$ cat src/rtl/vic_tracker.sv
module vic_tracker #(
  parameter int NUM_LINES   = 64,
  parameter int PRIO_W      = 4,
  parameter int STACK_DEPTH = 8,
  parameter int WORD_W      = 32,
  parameter int VEC_BASE    = 16,
  localparam int LINE_W     = $clog2(NUM_LINES),
  localparam int VEC_W      = $clog2(NUM_LINES + VEC_BASE),
  localparam int DEPTH_W    = $clog2(STACK_DEPTH + 1)
) (
  input  logic                 clk,
  input  logic                 rst_n,
  input  logic [NUM_LINES-1:0] irq_pulse,
  input  logic                 wr_en,
  input  logic [1:0]           wr_op,
  input  logic [LINE_W-1:0]    wr_idx,
  input  logic [WORD_W-1:0]    wr_data,
  input  logic                 ret_pulse,
  output logic                 entry_pulse,
  output logic [VEC_W-1:0]     entry_vector,
  output logic [VEC_W-1:0]     cur_vector,
  output logic [DEPTH_W-1:0]   nest_depth,
  output logic [NUM_LINES-1:0] line_pending,
  output logic [NUM_LINES-1:0] line_enabled,
  output logic [NUM_LINES-1:0] line_active
);
  localparam int NUM_WORDS = (NUM_LINES + WORD_W - 1) / WORD_W;
  localparam int PAD_W     = NUM_WORDS * WORD_W;
  localparam int SIDX_W    = $clog2(STACK_DEPTH);
  localparam logic [1:0] OP_PEND = 2'd0;
  localparam logic [1:0] OP_ENAB = 2'd1;
  localparam logic [1:0] OP_PRIO = 2'd2;

  logic [NUM_LINES-1:0] pend_q, en_q, act_q;
  logic [PRIO_W-1:0]    prio_q    [NUM_LINES];
  logic [LINE_W-1:0]    stk_line  [STACK_DEPTH];
  logic [PRIO_W-1:0]    stk_prio  [STACK_DEPTH];
  logic [DEPTH_W-1:0]   depth_q;

  logic [PAD_W-1:0] sw_pend_set, sw_en_set;

  for (genvar w = 0; w < NUM_WORDS; w++) begin : g_word
    logic hit;
    assign hit = wr_en && (wr_idx == LINE_W'(w));
    assign sw_pend_set[w*WORD_W +: WORD_W] = (hit && wr_op == OP_PEND) ? wr_data : '0;
    assign sw_en_set[w*WORD_W +: WORD_W]   = (hit && wr_op == OP_ENAB) ? wr_data : '0;
  end

  logic [NUM_LINES-1:0] cand;
  logic                 found;
  logic [LINE_W-1:0]    best_line;
  logic [PRIO_W-1:0]    best_prio;

  assign cand = pend_q & en_q & ~act_q;

  always_comb begin
    found     = 1'b0;
    best_line = '0;
    best_prio = '1;
    for (int i = 0; i < NUM_LINES; i++) begin
      if (cand[i] && (!found || prio_q[i] < best_prio)) begin
        found     = 1'b1;
        best_line = LINE_W'(i);
        best_prio = prio_q[i];
      end
    end
  end

  logic [SIDX_W-1:0] top_idx, push_idx;
  logic              stack_empty, stack_full;
  logic [PRIO_W:0]   exec_prio;
  logic              take_fire, pop_fire;

  assign stack_empty = (depth_q == '0);
  assign stack_full  = (depth_q == DEPTH_W'(STACK_DEPTH));
  assign top_idx     = SIDX_W'(depth_q - DEPTH_W'(1));
  assign push_idx    = SIDX_W'(depth_q);
  assign exec_prio   = stack_empty ? {1'b1, {PRIO_W{1'b0}}} : {1'b0, stk_prio[top_idx]};
  assign take_fire   = found && !ret_pulse && !stack_full && ({1'b0, best_prio} < exec_prio);
  assign pop_fire    = ret_pulse && !stack_empty;

  logic [NUM_LINES-1:0] take_mask, pop_mask;
  assign take_mask = take_fire ? ({{(NUM_LINES-1){1'b0}}, 1'b1} << best_line) : '0;
  assign pop_mask  = pop_fire  ? ({{(NUM_LINES-1){1'b0}}, 1'b1} << stk_line[top_idx]) : '0;

  always_ff @(posedge clk or negedge rst_n) begin
    if (!rst_n) begin
      pend_q <= '0;
      en_q   <= '0;
      act_q  <= '0;
    end else begin
      pend_q <= (pend_q & ~take_mask) | irq_pulse | sw_pend_set[NUM_LINES-1:0];
      en_q   <= en_q | sw_en_set[NUM_LINES-1:0];
      act_q  <= (act_q & ~pop_mask) | take_mask;
    end
  end

  always_ff @(posedge clk or negedge rst_n) begin
    if (!rst_n) begin
      for (int i = 0; i < NUM_LINES; i++) prio_q[i] <= '0;
    end else if (wr_en && wr_op == OP_PRIO) begin
      for (int i = 0; i < NUM_LINES; i++)
        if (wr_idx == LINE_W'(i)) prio_q[i] <= wr_data[PRIO_W-1:0];
    end
  end

  always_ff @(posedge clk or negedge rst_n) begin
    if (!rst_n) begin
      depth_q <= '0;
      for (int i = 0; i < STACK_DEPTH; i++) begin
        stk_line[i] <= '0;
        stk_prio[i] <= '0;
      end
    end else if (take_fire) begin
      stk_line[push_idx] <= best_line;
      stk_prio[push_idx] <= best_prio;
      depth_q            <= depth_q + DEPTH_W'(1);
    end else if (pop_fire) begin
      depth_q <= depth_q - DEPTH_W'(1);
    end
  end

  always_ff @(posedge clk or negedge rst_n) begin
    if (!rst_n) begin
      entry_pulse  <= 1'b0;
      entry_vector <= '0;
    end else begin
      entry_pulse <= take_fire;
      if (take_fire) entry_vector <= VEC_W'(VEC_BASE) + VEC_W'(best_line);
    end
  end

  assign cur_vector   = stack_empty ? '0 : VEC_W'(VEC_BASE) + VEC_W'(stk_line[top_idx]);
  assign nest_depth   = depth_q;
  assign line_pending = pend_q;
  assign line_enabled = en_q;
  assign line_active  = act_q;
endmodule

$ cat config.mk
export PLATFORM = sky130hd
export DESIGN_NAME = vic_tracker
export DESIGN_NICKNAME = d
export VERILOG_FILES = /design/src/rtl/vic_tracker.sv
export SDC_FILE = /design/constraint.sdc
export NUM_CORES = 2
export LEC_CHECK = 0
export BUFFER_PORTS_ARGS = -buffer_cell sky130_fd_sc_hd__clkbuf_2
export CAP_MARGIN = 20
export CORE_MARGIN = 1.5
export CORE_UTILIZATION = 56
export DETAILED_ROUTE_END_ITERATION = 12
export GPL_TIMING_DRIVEN = 0
export PLACE_DENSITY_LB_ADDON = 0.25
export SETUP_SLACK_MARGIN = 0.4
export SYNTH_ARGS = -nofsm -noshare
export SYNTH_HDL_FRONTEND = slang
export SYNTH_SLANG_ARGS = --single-unit
$ cat constraint.sdc
create_clock -name clk -period 79.7 [get_ports clk]
set_input_delay 0 -clock clk [delete_from_list [all_inputs] [get_ports clk]]
set_output_delay 0 -clock clk [all_outputs]
set_load 0.01 [all_outputs]
Word-level counts from Yosys, hierarchy flattened. Cells that the tools add are included.

Input port bits: 108. Logic and storage cells: 723. Register bits: 540. Output and inout port bits: 211.

Eq/ne operators: 66. Multiplexer cells: 213. Reduce and logical (&&, ||, !) cells: 272. Add/sub/neg operators: 4. Shift operators: 2. Bitwise operators: 13. Magnitude comparators: 67.

Operators by type and width (count): $mux 6 (64); $mux 4 (69); $and 64x64->64 (4); $or 64x64->64 (4); $lt 4x4->1 (63); $eq 6x6->1 const B (32); $not 64->64 (3); $mux 32 (4); $mux 64 (2); $reduce_and 2->1 (64); $shl 1x6->64 const A (2); $eq 6x5->1 const B (16); $logic_and 1x1->1 (75); $logic_not 1->1 (66); $mux 1 (65); $logic_or 1x1->1 (63); $bwmux 48 (1); $eq 6x4->1 const B (8); $bwmux 32 (1); $eq 6x3->1 const B (4); $bmux 6 s3 (1); $demux 6 s3 (1); $add 5x6->7 const A (2); $bmux 4 s3 (1); other kinds (19) (22).

Longest topological paths before layout.
Depth after elaboration: 263. Depth in mapped cells: 530. Mapped depth without buffers: 513.

Worst setup path after synthesis. OpenSTA, ideal clock, no wires.

Path type: register -> register. From: register pend_q[0] (netlist: line_pending[0]). To: register pend_q[6] (netlist: line_pending[6]). Arrival: 87.407 ns. Data required time: 79.574 ns. Period minus slack after synthesis: 87.533 ns. Stages on the path, launching flop included: 484. Slack: -7.833 ns. Setup time: 0.126 ns. Path buffers: 18. Cells stage by stage: dfrtp_1 > nand3b_1 > clkbuf_1 > nor2_1 > ha_1 > and3b_1 > a311oi_2 > o21ai_0 > a21oi_1 > inv_1 > ha_1 > a21oi_2 > o31ai_4 > a31oi_1 > nor2_1 > a21oi_1 > ha_1 > o311a_1 > (+448 left out) > mux2i_1 > ha_1 > a211o_1 > nor3_1 > o21ai_1 > and2_1 > a21oi_1 > ha_1 > a21o_1 > a221oi_1 > nor2_1 > a211oi_1 > nand2_1 > nor2_1 > nand2_1 > clkbuf_1 > or3_1 > a221o_1.

Elaborated cells between the ends (all ways): 455. Those cells by class: order compare (64); shift (1); mux (192); bitwise (6); reduce/logical (192).

RTL lines: start: declaration (RTL line 34) `logic [NUM_LINES-1:0] pend_q, en_q, act_q;`; start signal: assignment (RTL line 92) `pend_q <= (pend_q & ~take_mask) | irq_pulse | sw_pend_set[NUM_LINES-1:0];`; $and 64x64->64 (*) (2 in series) (RTL line 54) `assign cand = pend_q & en_q & ~act_q;`; $mux 4 or $mux 1 (tied branches) (RTL line 61) `if (cand[i] && (!found || prio_q[i] < best_prio)) begin`; $lt 4x4->1 or $logic_not 1->1 (tied branches) (RTL line 61); $logic_or 1x1->1 (RTL line 61); $logic_and 1x1->1 (RTL line 61); $mux 4 or $mux 1 (tied branches) (RTL line 61); $lt 4x4->1 or $logic_not 1->1 (tied branches) (RTL line 61); $logic_or 1x1->1 (RTL line 61); (+245 left out); $mux 4 (*) (RTL line 61); named net best_prio[2] (RTL line 52) `logic [PRIO_W-1:0] best_prio;`; $lt 4x5->1 (*) (RTL line 79) `assign take_fire = found && !ret_pulse && !stack_full && ({1'b0, best_prio} < exec_prio);`; $logic_and 1x1->1 (*) (RTL line 79); $mux 64 (*) (RTL line 83) `assign take_mask = take_fire ? ({{(NUM_LINES-1){1'b0}}, 1'b1} << best_line) : '0;`; $not 64->64 (*) (RTL line 92); $and 64x64->64 (*) (RTL line 92); $or 64x64->64 (*) (2 in series) (RTL line 92).

The timed path passes the listed nets; every way through them passes the cells marked *. A chain may end at the register's enable or synchronous reset.

Worst setup path in the final report.
From: register act_q[0] (netlist: line_active[0]). To: register pend_q[3] (netlist: line_pending[3]).

Elaborated cells between the ends (all ways): 455. Those cells by class: order compare (64); shift (1); mux (192); bitwise (6); reduce/logical (192).

RTL lines: start: declaration (RTL line 34); start signal: assignment (RTL line 94) `act_q <= (act_q & ~pop_mask) | take_mask;`; $not 64->64 (*) (RTL line 54); $and 64x64->64 (*) (RTL line 54); $mux 4 or $mux 1 (tied branches) (RTL line 61); $lt 4x4->1 or $logic_not 1->1 (tied branches) (RTL line 61); $logic_or 1x1->1 (RTL line 61); $logic_and 1x1->1 (RTL line 61); $mux 4 or $mux 1 (tied branches) (RTL line 61); $lt 4x4->1 or $logic_not 1->1 (tied branches) (RTL line 61); (+246 left out); $mux 4 (*) (RTL line 61); named net best_prio[2] (RTL line 52); $lt 4x5->1 (*) (RTL line 79); $logic_and 1x1->1 (*) (RTL line 79); $mux 64 (*) (RTL line 83); $not 64->64 (*) (RTL line 92); $and 64x64->64 (*) (RTL line 92); $or 64x64->64 (*) (2 in series) (RTL line 92).

Marks and branches as above.

==> results.tsv <==
stage	metric	value	unit
sta	final hold vios	0	
placement	Routability Congestion	1.019	
sta	fmax	0.01193	GHz
logic_synthesis	post-synthesis simple-gate area fraction	19.62	%
grt	initial antenna violation count	5	
logic_synthesis	register area share after synthesis	35.17	%
logic_synthesis	Yosys reg bits	540	
pwr	Leakage	24.52	nW
routing	vias	42670	
placement	Buffers on Ports	315	
logic_synthesis	post-synthesis compound-gate area fraction	24.49	%
die	die outline width	264.9	µm
logic_synthesis	largest family of logic cells by synthesized area	compound AO/OA/AOI/OAI gates	
grt	vias in the first global route	39860	
routing	initial drt markers	5012	
flow_run	Max-Cap Viols	0	
grt	Congestion Overflow GR	0	
clocking	H-Tree Depth	2	
die	Die Y	264.9	µm
clocking	clock buffer count from CTS	60	
logic_synthesis	YS warnings	0	
clocking	clk root buf	clkbuf_16	
sta	unrepaired setup endpoints after global routing	yes	
logic_synthesis	Yosys top cell area share	35.17	%
grt	GRT Util Overall	43.64	%
grt	largest net degree at the start of global routing	116	
placement	Placed Instances	5371	
logic_synthesis	top_reg_cell synth	dfrtp_1	
die	Rows	95	
clocking	CTS Buffer Depth	3	
die	I/O pins	319	
cells_and_area	post-route insts no fill	6217	
cells_and_area	Layout area overhead	41.48	%
routing	Residual DRC	0	
sta	WHS	0.03613	ns
logic_synthesis	Synth Area in XOR/XNOR	0.8891	%
logic_synthesis	syn_area_per_cell	9.204	µm²
die	die area	70190	µm²
routing	Antenna Nets Post-Route	0	
clocking	CTS tree	built	
logic_synthesis	Adder-Cell Fraction of Synth Area	3.003	%
pwr	Power Total	0.002549	W
critical_path	CP Max Fanout	7	
placement	DP HPWL	109.2	mm
die	total core area	67510	µm²
sta	Tmin final	83.80	ns
die	Initial Util	56.91	%
critical_path	CP Capture Type	flip-flop	
clocking	Clk pin slew, worst setup/hold paths	0.08	ns
logic_synthesis	fraction of synthesized area in multiplexers	13.16	%
hold_path	Min-Delay Path Class	in -> reg	
sta	Final WS setup	-4.096	ns
logic_synthesis	Syn Nets	4354	
logic_synthesis	Yosys cell types	167	
placement	Area after DPL	42820	µm²
routing	Post-Route WL	168.6	mm
critical_path	critical path type	reg -> reg	
pwr	power per standard cell area	46.89	nW/µm²
cells_and_area	Finished Cell Area	54360	µm²
cells_and_area	layout cells sized above 1	41.49	%
critical_path	Crit path required time	80.26	ns
status	failing checks	setup timing	
critical_path	Slowest-stage cell, CP	or4_4	
critical_path	CP Data Arrival Time	84.36	ns
logic_synthesis	Synth Instances	4174	
logic_synthesis	number of flops mapped to enable cells by yosys	0	
sta	Final Skew	0.05433	ns
sta	final period utilization	105.1	%
logic_synthesis	Synth Cell Area	38420	µm²
critical_path	startpoint types	flip-flop	
sta	fin. max-slew vios	0	
status	outcome	finished, violations left	
sta	Worst slew margin	13.88	%
routing	wire per inst	27.11	µm
sta	final setup fails	220	
critical_path	Most common cell on crit path	ha_4	
grt	global-route wire length before repair	237.4	mm
routing	Via-to-Cell Ratio	6.864	
critical_path	critical path's top delay family	compound AO/OA/AOI/OAI gates	
logic_synthesis	cell accounting for the most synthesized area	dfrtp_1	
sta	Worst Tran Pin Value	1.292	ns
logic_synthesis	largest cells by area after synthesis	dfrtp_1 35%, mux2_2 6.8%, nand2_1 4.6%, o21ai_0 3.5%, nor2_1 3.1%	
critical_path	CP max stage delay	0.56	ns
pwr	Max VDD drop	0.00005808	V
clocking	clk_lat worst skew	0.70	ns
cells_and_area	nets	5469	
clocking	Clock Sink Count	540	
logic_synthesis	post-synthesis async set-or-reset flop share	100.0	%
critical_path	Buf/Inv on CP	89	
routing	drt pass-1 iters	8	
==> cells in the final DEF, fill, tap and decap left out, drive strengths merged, types with 119 or more instances in the layout <==
cell type      n
a21o         122
a21oi        217
buf          670
clkbuf       466
dfrtp        540
dlygate4sd3  119
inv          174
mux2         314
nand2        470
nor2         324
o21ai        310
==> power breakdown <==
group,internal [W],total (W),switching (W)
clock network,0.000184,0.000315,0.000131
registers,0.000320,0.000368,0.0000470
logic,0.000789,0.00187,0.00108
total,0.00129,0.00255,0.00126
==> stage by stage <==
step	util (%)	TNS [ns]	worst slack, ns
CTS	76.10	-81.45	-0.7335
global route	80.49	-1359.74	-6.560
global placement	63.14	-2424.19	-11.57
detailed placement	63.43	-2588.72	-12.30
finish	80.51	-808.80	-4.096
floorplan	-	-200.06	-1.303
==> worst register-to-register path, delay by kind of cell, from the launching register on <==
kind | cells | cell delay [ns]
buffers and inverters | 89 | 10.06
adder cells (fa/ha/maj) | 58 | 14.64
flip-flops | 1 | 0.40
multiplexers | 24 | 6.01
AO/OA/AOI/OAI | 177 | 31.49
AND/OR/NAND/NOR | 158 | 21.16
==> area by class of cell <==
cell class	count	area, µm²
antenna	5	12.51
timing repair buffer	1051	7964
buffer	131	938.4
clock buffer	75	1688
fill	3875	13160
tap	873	1092
clock inverter	37	534.3
inverter	172	670.6
sequential	540	13510
timing repair inverter	1	8.758
multi-input combinational	3332	27930
==> synthesized netlist by cell type (23+ instances only) <==
master      n
maj3_1     23
a211o_1    23
inv_1     170
mux2_2    231
and2_1     48
a31oi_1    60
clkbuf_1   72
and3_1     41
nor2_1    317
ha_1       72
o31ai_1    43
a21o_1    117
o211ai_1   31
mux2_4     36
or2_2      39
dfrtp_1   540
a221o_1    46
mux2_1     47
o21a_1     27
nand2_1   467
nand2b_1   59
nor4_1     23
a211oi_1   40
o21ai_0   268
a21oi_1   210
xnor2_1    23
nand4_1    39
buf_4      27
nor2b_1    33
nand3_1   101
o21ai_1    34
nor3_1     77
mux2i_1    85
o22ai_1    23
or3_1      51
nand3b_1   57
==> routing by layer <==
metal | vias up | wire length (µm) | track usage, %
met1 | 20660 | 59300 | 53.57
met2 | 3106 | 74880 | 68.00
li1 | 17980 | - | -
met5 | - | 28 | 0
met3 | 927 | 20390 | 12.09
met4 | 4 | 13970 | 27.44
==> what timing repair did <==
| action | in CTS | in global routing |
|---|---|---|
| setup endpoints to repair | 220 | 220 |
| resized for setup | 354 | 315 |
| endpoints found under the hold margin | 579 | 0 |
| setup buffers | 435 | 165 |
| hold buffers | 119 | 0 |
| gates cloned | 0 | 5 |
| pin swaps | 275 | 266 |
==> state kept, by name, indices dropped and copies added, names as in the netlist <==
signal        count
entry_pulse       1
entry_vector      7
line_active      64
line_enabled     64
line_pending     64
nest_depth        4
prio_q          256
stk_line         48
stk_prio         32
==> cells by family (layout without fill, tap and decap cells) <==
group	count (synthesis)	count (layout)
AOI/OAI and AO/OA	1287	1287
xor gates and xnor gates	39	39
adders and majority gates	97	97
buffers and inverters	303	1467
DFF	540	540
muxes	425	425
other	0	5
and+or+nand+nor	1483	1484
==> final timing paths <==
path	start	end	slack (ns)	cells past startpoint
max	line_active[0]	line_pending[3]	-4.10	506
max reg2reg	line_active[0]	line_pending[3]	-4.10	506
max in group asynchronous	rst_n	prio_q[19]	78.11	5
min in group asynchronous	rst_n	prio_q[92]	0.53	4
min	wr_data[1]	prio_q[37]	0.04	2
min reg2reg	line_enabled[38]	line_enabled[38]	0.48	1
No activity file was read; power rests on OpenSTA's default activity.
